### config.mk
export PLATFORM = sky130hd
export DESIGN_NAME = pwm_bank
export DESIGN_NICKNAME = d
export VERILOG_FILES = /design/src/rtl/pwm_bank_pkg.sv /design/src/rtl/pwm_prescale.sv /design/src/rtl/pwm_chan.sv /design/src/rtl/pwm_bank.sv
export SDC_FILE = /design/constraint.sdc
export NUM_CORES = 1
export LEC_CHECK = 0
export ABC_AREA = 1
export BUFFER_PORTS_ARGS = -buffer_cell sky130_fd_sc_hd__buf_2
export CORE_MARGIN = 1
export CORE_UTILIZATION = 30
export DETAILED_ROUTE_END_ITERATION = 8
export GPL_ROUTABILITY_DRIVEN = 0
export MAX_ROUTING_LAYER = met4
export RECOVER_POWER = 100
export SLEW_MARGIN = 10
export SYNTH_ARGS = -nofsm -noshare
export SYNTH_HDL_FRONTEND = slang
export SYNTH_SLANG_ARGS = --single-unit
### constraint.sdc
create_clock -name clk -period 2.84 [get_ports clk]
set_input_delay 0.426 -clock clk [delete_from_list [all_inputs] [get_ports clk]]
set_output_delay 0.426 -clock clk [all_outputs]
set_load 0.01 [all_outputs]
### src/rtl/pwm_bank_pkg.sv
`timescale 1ns/1ps
package pwm_bank_pkg;
    localparam int CNT_W    = 13;   // period counter width
    localparam int EXP_W    = 3;    // divider exponent field width
    localparam int CTRL_W   = 16;   // stored control word width
    localparam int MODE_BIT = 15;   // control bit that selects counting mode

    localparam int unsigned CTRL_OFF    = 32'h00;
    localparam int unsigned WID_OFF     = 32'h2C;
    localparam int unsigned THR_OFF     = 32'h30;
    localparam int unsigned WID_OFF_ALT = 32'h30;
    localparam int unsigned THR_OFF_ALT = 32'h34;

    // Window base of channel idx; the last window sits apart from the stride.
    function automatic int unsigned chan_base(input int unsigned idx);
        return (idx == 7) ? 32'h220 : (32'h010 + idx * 32'h40);
    endfunction

    function automatic int unsigned wid_offset(input int unsigned idx, input bit reloc);
        return (reloc && idx > 2) ? WID_OFF_ALT : WID_OFF;
    endfunction

    function automatic int unsigned thr_offset(input int unsigned idx, input bit reloc);
        return (reloc && idx > 2) ? THR_OFF_ALT : THR_OFF;
    endfunction
endpackage

### src/rtl/pwm_prescale.sv
`timescale 1ns/1ps
module pwm_prescale #(
    parameter int EXP_W = 3
) (
    input  logic             clk,
    input  logic             rst_n,
    input  logic             run,
    input  logic [EXP_W-1:0] exp_i,
    output logic             tick_o
);
    localparam int PRE_W = (1 << EXP_W) - 1;

    typedef struct packed {
        logic [PRE_W-1:0] pre;
    } pre_state_t;

    pre_state_t s_d, s_q;
    logic [PRE_W-1:0] mask;

    always_comb begin
        s_d    = s_q;
        mask   = PRE_W'((1 << exp_i) - 1);
        tick_o = run && ((s_q.pre & mask) == mask);
        if (run) begin
            s_d.pre = s_q.pre + PRE_W'(1);
        end else begin
            s_d.pre = '0;
        end
    end

    always_ff @(posedge clk or negedge rst_n) begin
        if (!rst_n) begin
            s_q <= '0;
        end else begin
            s_q <= s_d;
        end
    end

    // with a divider above 1, two ticks never come back to back
    a_r3_tick_spacing: assert property (@(posedge clk) disable iff (!rst_n)
        (run && tick_o && exp_i != '0) |=> (!tick_o || !run || exp_i != $past(exp_i)));
endmodule

### src/rtl/pwm_chan.sv
`timescale 1ns/1ps
module pwm_chan #(
    parameter int CNT_W    = 13,
    parameter int EXP_W    = 3,
    parameter int CTRL_W   = 16,
    parameter int MODE_BIT = 15
) (
    input  logic              clk,
    input  logic              rst_n,
    input  logic              en_i,
    input  logic              wr_ctrl_i,
    input  logic              wr_wid_i,
    input  logic              wr_thr_i,
    input  logic [CTRL_W-1:0] wdata_i,
    output logic [CTRL_W-1:0] ctrl_o,
    output logic [CNT_W-1:0]  wid_o,
    output logic [CNT_W-1:0]  thr_o,
    output logic              pwm_o
);
    typedef struct packed {
        logic [CTRL_W-1:0] ctrl;
        logic [CNT_W-1:0]  wid;      // shadow width
        logic [CNT_W-1:0]  thr;      // shadow threshold
        logic [CNT_W-1:0]  wid_act;  // width in use
        logic [CNT_W-1:0]  thr_act;  // threshold in use
        logic [CNT_W-1:0]  cnt;
    } chan_state_t;

    chan_state_t s_d, s_q;
    logic run;
    logic tick;
    logic at_top;

    assign run = en_i && s_q.ctrl[MODE_BIT];

    pwm_prescale #(.EXP_W(EXP_W)) u_pre (
        .clk    (clk),
        .rst_n  (rst_n),
        .run    (run),
        .exp_i  (s_q.ctrl[EXP_W-1:0]),
        .tick_o (tick)
    );

    always_comb begin
        s_d    = s_q;
        at_top = (s_q.cnt == s_q.wid_act);
        if (wr_ctrl_i) s_d.ctrl = wdata_i;
        if (wr_wid_i)  s_d.wid  = wdata_i[CNT_W-1:0];
        if (wr_thr_i)  s_d.thr  = wdata_i[CNT_W-1:0];
        if (!run) begin
            s_d.cnt     = '0;
            s_d.wid_act = s_q.wid;
            s_d.thr_act = s_q.thr;
        end else if (tick) begin
            if (at_top) begin
                s_d.cnt     = '0;
                s_d.wid_act = s_q.wid;
                s_d.thr_act = s_q.thr;
            end else begin
                s_d.cnt = s_q.cnt + CNT_W'(1);
            end
        end
    end

    always_ff @(posedge clk or negedge rst_n) begin
        if (!rst_n) begin
            s_q <= '0;
        end else begin
            s_q <= s_d;
        end
    end

    assign ctrl_o = s_q.ctrl;
    assign wid_o  = s_q.wid;
    assign thr_o  = s_q.thr;
    assign pwm_o  = run && (s_q.cnt < s_q.thr_act);

    // the count never passes the width in use
    a_r4_cnt_bounded: assert property (@(posedge clk) disable iff (!rst_n)
        s_q.cnt <= s_q.wid_act);

    // the active threshold moves only at a wrap or while idle
    a_r6_thr_held: assert property (@(posedge clk) disable iff (!rst_n)
        (run && !(tick && at_top)) |=> $stable(s_q.thr_act));

    // an idle channel restarts from count 0
    a_r10_idle_clears: assert property (@(posedge clk) disable iff (!rst_n)
        !run |=> (s_q.cnt == '0));
endmodule

### src/rtl/pwm_bank.sv
`timescale 1ns/1ps
module pwm_bank
    import pwm_bank_pkg::*;
#(
    parameter int NUM_CH      = 8,
    parameter int ADDR_W      = 10,
    parameter int DATA_W      = 32,
    parameter bit RELOC_UPPER = 1'b0,
    parameter int P_CNT_W     = CNT_W,
    parameter int P_EXP_W     = EXP_W,
    parameter int P_CTRL_W    = CTRL_W
) (
    input  logic              clk,
    input  logic              rst_n,
    input  logic              bus_valid,
    input  logic              bus_write,
    input  logic [ADDR_W-1:0] bus_addr,
    input  logic [DATA_W-1:0] bus_wdata,
    output logic [DATA_W-1:0] bus_rdata,
    output logic [NUM_CH-1:0] pwm_out
);
    typedef struct packed {
        logic [NUM_CH-1:0] en;
        logic [DATA_W-1:0] rdata;
    } top_state_t;

    top_state_t s_d, s_q;

    logic              hit_en;
    logic [NUM_CH-1:0] hit_ctrl, hit_wid, hit_thr;
    logic [P_CTRL_W-1:0] ch_ctrl [NUM_CH];
    logic [P_CNT_W-1:0]  ch_wid  [NUM_CH];
    logic [P_CNT_W-1:0]  ch_thr  [NUM_CH];
    logic wr_req;
    logic wdata_unused;

    assign wr_req       = bus_valid && bus_write;
    assign hit_en       = (bus_addr == '0);
    assign wdata_unused = ^bus_wdata[DATA_W-1:P_CTRL_W];

    for (genvar g = 0; g < NUM_CH; g++) begin : g_ch
        localparam int unsigned BASE = chan_base(g);
        assign hit_ctrl[g] = (bus_addr == ADDR_W'(BASE + CTRL_OFF));
        assign hit_wid[g]  = (bus_addr == ADDR_W'(BASE + wid_offset(g, RELOC_UPPER)));
        assign hit_thr[g]  = (bus_addr == ADDR_W'(BASE + thr_offset(g, RELOC_UPPER)));

        pwm_chan #(
            .CNT_W    (P_CNT_W),
            .EXP_W    (P_EXP_W),
            .CTRL_W   (P_CTRL_W),
            .MODE_BIT (MODE_BIT)
        ) u_chan (
            .clk       (clk),
            .rst_n     (rst_n),
            .en_i      (s_q.en[g]),
            .wr_ctrl_i (wr_req && hit_ctrl[g]),
            .wr_wid_i  (wr_req && hit_wid[g]),
            .wr_thr_i  (wr_req && hit_thr[g]),
            .wdata_i   (bus_wdata[P_CTRL_W-1:0]),
            .ctrl_o    (ch_ctrl[g]),
            .wid_o     (ch_wid[g]),
            .thr_o     (ch_thr[g]),
            .pwm_o     (pwm_out[g])
        );

        // a channel whose enable bit is clear never drives high
        a_r1_off_low: assert property (@(posedge clk) disable iff (!rst_n)
            !s_q.en[g] |-> !pwm_out[g]);
    end

    always_comb begin
        s_d = s_q;
        if (wr_req && hit_en) begin
            s_d.en = bus_wdata[NUM_CH-1:0];
        end
        if (bus_valid && !bus_write) begin
            s_d.rdata = '0;
            if (hit_en) s_d.rdata = DATA_W'(s_q.en);
            for (int i = 0; i < NUM_CH; i++) begin
                if (hit_ctrl[i]) s_d.rdata = DATA_W'(ch_ctrl[i]);
                if (hit_wid[i])  s_d.rdata = DATA_W'(ch_wid[i]);
                if (hit_thr[i])  s_d.rdata = DATA_W'(ch_thr[i]);
            end
        end
    end

    always_ff @(posedge clk or negedge rst_n) begin
        if (!rst_n) begin
            s_q <= '0;
        end else begin
            s_q <= s_d;
        end
    end

    assign bus_rdata = s_q.rdata;
endmodule

==> results of run 1 <==
==> routing by layer <==
layer	vias to the layer above	global-route usage [%]	part of all wire [%]	wire, um
met5	-	-	0	0
met4	0	4.500	2.2	2227
met3	134	2.763	6.3	6349
met2	819	26.15	45	44890
met1	13810	24.18	47	46750
li1	13940	-	-	-
==> registers in the layout, summed over array words and instances (netlist names) <==
register and cells:
g_ch.u_chan.ctrl_o 128, g_ch.u_chan.s_q 312, bus_rdata 16, g_ch.u_chan.thr_o 104, g_ch.u_chan.wid_o 104, g_ch.u_chan.u_pre.s_q 56, s_q 8
==> per-stage QoR <==
step / total power, mW / setup WS, ns / instance area [um2] / instances
3_5_place_dp: 11.38 / -0.1085 / 37710 / 5707
6_report: 21.96 / -0.1516 / 40730 / 5904
5_1_grt: 22.66 / -0.3711 / 40730 / 5903
3_3_place_gp: 11.38 / -0.09782 / 37710 / 5707
2_1_floorplan: 10.90 / 0.6324 / 35080 / 4181
4_1_cts: 22.20 / -0.2778 / 40630 / 5862
==> placed cells by master, fill, tap and decap left out, types with 8 or more instances in the layout <==
| master | netlist | final |
|---|---|---|
| ha_4 | 0 | 18 |
| buf_4 | 26 | 112 |
| nor4_1 | 20 | 20 |
| inv_1 | 394 | 392 |
| a21oi_2 | 0 | 9 |
| o21ai_1 | 20 | 14 |
| a221oi_1 | 23 | 26 |
| o21a_1 | 15 | 15 |
| xnor2_1 | 15 | 15 |
| nor2_2 | 19 | 15 |
| dfrtp_1 | 728 | 699 |
| clkbuf_8 | 0 | 15 |
| inv_2 | 24 | 24 |
| nand4_1 | 60 | 61 |
| ha_1 | 112 | 93 |
| nor3_1 | 71 | 71 |
| a31oi_1 | 13 | 13 |
| a211oi_1 | 21 | 19 |
| o211ai_1 | 10 | 10 |
| a21oi_1 | 191 | 182 |
| clkbuf_1 | 124 | 67 |
| conb_1 | 1 | 16 |
| xor2_1 | 91 | 91 |
| buf_2 | 27 | 28 |
| clkbuf_2 | 0 | 21 |
| nor2_1 | 203 | 212 |
| nand2_1 | 1203 | 1200 |
| dfrtp_2 | 0 | 29 |
| clkbuf_16 | 0 | 82 |
| clkbuf_4 | 0 | 15 |
| clkinv_2 | 0 | 15 |
| o21ai_0 | 587 | 593 |
| nand3_1 | 80 | 81 |
| buf_6 | 4 | 8 |
==> worst register-to-register path, cell delays in order (launching register included) <==
cell,delay [ns]
dfrtp_1,0.46
clkbuf_4,0.18
xor2_1,0.15
nor4_1,0.33
nand3_1,0.15
o41ai_1,0.40
nand2_1,0.28
clkbuf_2,0.38
nand2_1,0.15
o21ai_0,0.10
==> layout make-up <==
cell class	instances	area [um2]
antenna	6	15.01
clock buffer	113	2318
clock inverter	32	402.9
fill	11820	74240
inverter	424	1603
multi-input combinational	2848	14650
sequential	728	18250
tap	1512	1892
timing repair buffer	241	1590
==> power groups by stage <==
stage / Sequential, mW / Combinational, mW / Clock [mW]
floorplan: 10.7 / 0.239 / 0
global placement: 10.7 / 0.698 / 0
detailed placement: 10.7 / 0.704 / 0
CTS: 10.5 / 0.712 / 11.0
global route: 10.5 / 0.745 / 11.4
finish: 10.5 / 0.665 / 10.8
==> worst min path at each step <==
| stage | from | end | slack (ns) |
|---|---|---|---|
| 5_1_grt | bus_wdata[0] | s_q[32] | 0.06 |
| 2_1_floorplan | rst_n | bus_rdata[0] | 0.13 |
| 6_report | bus_wdata[6] | s_q[38] | 0.07 |
| 3_3_place_gp | rst_n | g_ch[0].u_chan.s_q[9] | 0.42 |
| 4_1_cts | bus_wdata[6] | s_q[38] | 0.03 |
| 3_5_place_dp | rst_n | g_ch[0].u_chan.s_q[9] | 0.42 |
==> logic make-up (layout without fill, tap and decap cells) <==
| kind of cell | count (synthesis) | count (layout) | share of synthesized area (%) |
|---|---|---|---|
| XOR/XNOR | 106 | 106 | 2.651 |
| flip-flops | 728 | 728 | 52.02 |
| AO/OA/AOI/OAI | 917 | 917 | 14.24 |
| buffers and inverters | 605 | 810 | 6.967 |
| adder cells (fa/ha/maj) | 112 | 112 | 4.001 |
| multiplexers | 1 | 1 | 0.02858 |
| other | 1 | 22 | 0.01071 |
| AND/OR/NAND/NOR | 1696 | 1696 | 20.08 |
==> timing repair <==
item	4_1_cts	5_1_grt
setup buffers	9	36
endpoints found under the setup margin	8	10
pin swaps	9	26
hold buffers	1	0
gates resized for setup	38	70
endpoints found under the hold margin	33	0
==> results.yml, run 1 <==
synthesis:
  synth_seq_cells: 728
  synth_top_area_share_pct: 52.02
  synth_area_leaders: "dfrtp_1, nand2_1, o21ai_0, inv_1, ha_1"
  synth-edff-count: 0
  synth_ff_type: "dfrtp_1"
  async_flop_share_pct: 100.0
  synth_most_common_cell: "nand2_1"
  yosysUniqueCellTypes: 56
  synth_warnings: 0
  synth_area_per_cell_um2: 8.406
  synth_top_cell_by_area: "dfrtp_1"
  syn_inst: 4166
  synth_area_um2: 35020
  synth_common_cells: "nand2_1, dfrtp_1, o21ai_0, inv_1, nor2_1"
  seq_area_frac_synth_pct: 52.02
global_route:
  grt_usage_pct: 17.36
  grt_pass1_wl_um: 156000
  grt_pass1_vias: 27000
  overflow: 0
  grt_start_max_net_pins: 97
  antenna_found_initial: 8
sta:
  setup_viol: 5
  fmax_mhz: 334.3
  period_share_pct: 105.3
  clock-skew-final_ns: 0.03216
  layout_setup_ws_ns: -0.1516
  finalSetupTns_ns: -0.2281
  maxSlewViolCount: 50
  holdWs_ns: 0.06606
  slew_headroom_pct: -1.666
  finalCriticalPeriod_ns: 2.992
  worstMarginPinSlew_ns: 1.525
  hold_violations: 0
  rsz0062_at_grt: "true"
worst_setup_path:
  regToRegSetupSlack_ns: 0.14
  critical_path.slowest_cell: "dfrtp_1"
  worst_setup_path_start_kind: "flop"
  reg2reg_depth: 9
  r2r-end: "g_ch[3].u_chan.s_q[23]"
  path_max_fanout: 2
  cp.arrival_ns: 2.57
  critPathCaptureType: "output port"
  critPathBufInv: 1
  path_cells: "ha_1 > a21oi_2 > nor2_1 > o21ai_1 > nand2_1 > a21oi_2 > o21ai_1 > a21oi_1 > nor2_1 > o21ai_1 > o2111a_2 > buf_6"
  required_ns: 2.41
  rr_startpoint: "g_ch[3].u_chan.s_q[4]"
  path_depth: 12
  cpPeakStageDelay_ns: 0.38
  crit_type: "reg -> out"
  crit_start: "g_ch[2].u_chan.s_q[1]"
  crit_top_cell: "o21ai_1"
  critPathTopFamily: "compound AO/OA/AOI/OAI gates"
  cp-endpoint: "pwm_out[2]"
route:
  drtIter0Drc: 2552
  routed_wl_um: 100200
  route.detailed.drc: 0
  dr_total_vias: 28710
  drtAntennaViolNets: 0
  vias_per_cell: 4.862
  dr.pass1.iters: 6
  drt-wirelength-per-cell_um: 16.98
power:
  powerDensity_nw_per_um2: 539.2
  seqPwrFrac_pct: 47.8
  p_clk_share_pct: 49.2
  combPwrFrac_pct: 3.0
  p_int_mw: 16.93
  p_switching_mw: 5.034
  switching_share_pct: 22.92
  vdd_ir_drop_max_uv: 464.8
  cellLeakagePower_nw: 18.93
die:
  core.rowCount: 124
  io_pins: 86
  die_area_um2: 118100
  core-area_um2: 115000
  die_h_um: 343.7
  initial_core_util_pct: 30.46
  die_w_um: 343.7
run_status:
  violations: "max-capacitance violations, max-slew violations, negative setup slack"
  status: "finished with violations"
job:
  cap_viol_max_count: 1
clock_tree:
  cts.path.max_buffers: 3
  htree_levels: 3
  clk_latency_ns: 0.66
  clk_root_buffer_cell: "clkbuf_16"
  cts_tree: "done"
  cts_buffers: 80
  clk_pin_slew_ns: 0.06
  clock_sinks: 728
placement:
  port_buffers: 53
  hpwl_um: 69510
hold_path:
  hold_depth: 3
  hold_class: "in -> reg"
cells_and_area:
  layout-drive-gt1-share_pct: 10.26
  utilization_pct: 35.43
  syn2layout_area_growth_pct: 16.30
  nets: 4481
(Power assumes the default switching activity.)
==> run 2, diff against run 1 <==
Settings changed: CORE_UTILIZATION 30 to 60, PLACE_DENSITY set to 0.77.
==> results.yml, run 2 (synthesized netlist as in run 1, its figures left out) <==
run_status:
  status: "finished with violations"
  violations: "max-capacitance violations, max-slew violations, negative setup slack"
global_route:
  grt_pass1_vias: 28020
  grt_usage_pct: 33.05
  antenna_found_initial: 4
  grt_pass1_wl_um: 151000
  overflow: 0
  grt_start_max_net_pins: 114
power:
  combPwrFrac_pct: 2.9
  switching_share_pct: 21.89
  p_clk_share_pct: 49.2
  cellLeakagePower_nw: 18.80
  p_int_mw: 17.10
  power_mw: 21.89
  seqPwrFrac_pct: 47.9
  p_switching_mw: 4.793
  vdd_ir_drop_max_uv: 522.9
  powerDensity_nw_per_um2: 553.6
worst_setup_path:
  critPathCaptureType: "output port"
  required_ns: 2.41
  cpPeakStageDelay_ns: 0.42
  crit_top_cell: "o21ai_1"
  cp.arrival_ns: 2.53
  worst_setup_path_start_kind: "flop"
  critPathTopFamily: "compound AO/OA/AOI/OAI gates"
  critical_path.slowest_cell: "dfrtp_2"
  path_cells: "ha_4 > a21oi_2 > nor2_1 > o21ai_1 > nand2_1 > a21oi_2 > o21ai_1 > a21oi_1 > nor2_1 > o21ai_1 > o2111a_1 > buf_2"
  crit_type: "reg -> out"
  path_max_fanout: 2
  critPathBufInv: 1
route:
  drtIter0Drc: 2773
  drt-wirelength-per-cell_um: 18.39
  drtAntennaViolNets: 0
  dr_total_vias: 29320
  vias_per_cell: 5.722
  dr.pass1.iters: 7
  routed_wl_um: 94250
  route.detailed.drc: 0
sta:
  layout_setup_ws_ns: -0.1189
  clock-skew-final_ns: 0.01739
  slew_headroom_pct: -13.79
  finalCriticalPeriod_ns: 2.959
  worstMarginPinSlew_ns: 1.707
  hold_violations: 0
  maxSlewViolCount: 24
  holdWs_ns: 0.07931
  setup_viol: 5
  period_share_pct: 104.2
  rsz0062_at_grt: "true"
  fmax_mhz: 338.0
placement:
  port_buffers: 53
  place_area_um2: 36510
  hpwl_um: 63550
clock_tree:
  htree_levels: 3
  clk_pin_slew_ns: 0.07
  clk_latency_ns: 0.63
  clk_root_buffer_cell: "clkbuf_16"
  cts_tree: "done"
  clock_sinks: 728
  cts.path.max_buffers: 3
  cts_buffers: 77
cells_and_area:
  layout_common_cells: "nand2_1, dfrtp_1, o21ai_0, inv_1, nor2_1"
  fill_cells: 4585
  syn2layout_area_growth_pct: 12.92
  fin_area_um2: 39550
  nets: 4454
  largest_reg_flops: 312
  utilization_pct: 68.54
  regMostFlops: "g_ch.u_chan.s_q"
  final_common_cell: "nand2_1"
  layout-drive-gt1-share_pct: 9.552
job:
  cap_viol_max_count: 1
die:
  core.rowCount: 88
  die_w_um: 243.6
  io_pins: 86
  initial_core_util_pct: 60.70
  die_area_um2: 59340
  core-area_um2: 57700
  die_h_um: 243.6
hold_path:
  hold_class: "in -> reg"
## run 2: cell types whose count changed in the layout (fill, tap and decap cells not counted), sizes merged
cell	before	now
buf	153	130
clkinv	24	16
clkbuf	200	195
bufinv	7	11
diode	6	4
inv	421	422
## run 2: worst paths after layout
path,slack (ns),cells after the start,from,endpoint
worst min register to register,0.46,1,g_ch[5].u_chan.u_pre.s_q[6],g_ch[5].u_chan.u_pre.s_q[6]
max in group asynchronous,0.19,3,rst_n,g_ch[7].u_chan.s_q[7]
worst max-delay path,-0.12,12,g_ch[2].u_chan.s_q[1],pwm_out[2]
worst min-delay path,0.08,3,bus_wdata[6],s_q[38]
min in group asynchronous,0.82,2,rst_n,g_ch[2].u_chan.s_q[4]
worst max register to register,0.08,11,g_ch[1].u_chan.s_q[1],g_ch[1].u_chan.s_q[15]
## run 2: cell type report
cell class / instances / area, um2 / area share, %
Tap cell: 765 / 957.2 / 2.420
Timing Repair Buffer: 217 / 1349 / 3.411
Clock buffer: 109 / 2251 / 5.692
Antenna cell: 4 / 10.01 / 0.02531
Clock inverter: 29 / 454.2 / 1.148
Inverter: 424 / 1598 / 4.040
Multi-Input combinational cell: 2848 / 14670 / 37.11
Sequential cell: 728 / 18250 / 46.16
## run 2: tightest hold or removal path: cells and delay by family
kind / cells / cell delay [ns]
AND/OR/NAND/NOR: 1 / 0.06
AO/OA/AOI/OAI: 1 / 0.06
buffers and inverters: 1 / 0.13
## run 2: routing by layer
layer	vias up	wire length [um]	share of wire, %	GRT usage [%]
met4	0	3227	3.4	10.81
li1	13880	-	-	-
met1	14060	39890	42	45.37
met5	-	0	0	-
met2	1135	42860	45	49.57
met3	244	8275	8.8	6.532
## run 2: through the flow
stage | setup TNS, ns | instances | worst slack (ns)
floorplan | 0 | 4181 | 0.6324
global placement | -0.09339 | 4933 | -0.06770
detailed placement | -0.1331 | 4933 | -0.06893
CTS | -0.4758 | 5086 | -0.1422
global route | -15.72 | 5124 | -0.3039
finish | -0.2123 | 5124 | -0.1189
## run 2: what timing repair did
item	in CTS	in global routing
endpoints found under the hold margin	17	0
hold buffers	1	0
buffers inserted	14	34
pin swaps	16	26
setup endpoints to repair	7	16
gates resized for setup	34	58
gates cloned	0	0
## run 2: power by group through the flow
stage,Combinational (mW),Clock (mW),Sequential [mW]
after global placement,0.642,0,10.7
after global routing,0.709,11.3,10.5
final,0.636,10.8,10.5
after detailed placement,0.650,0,10.7
after CTS,0.658,10.9,10.5
after floorplan,0.239,0,10.7
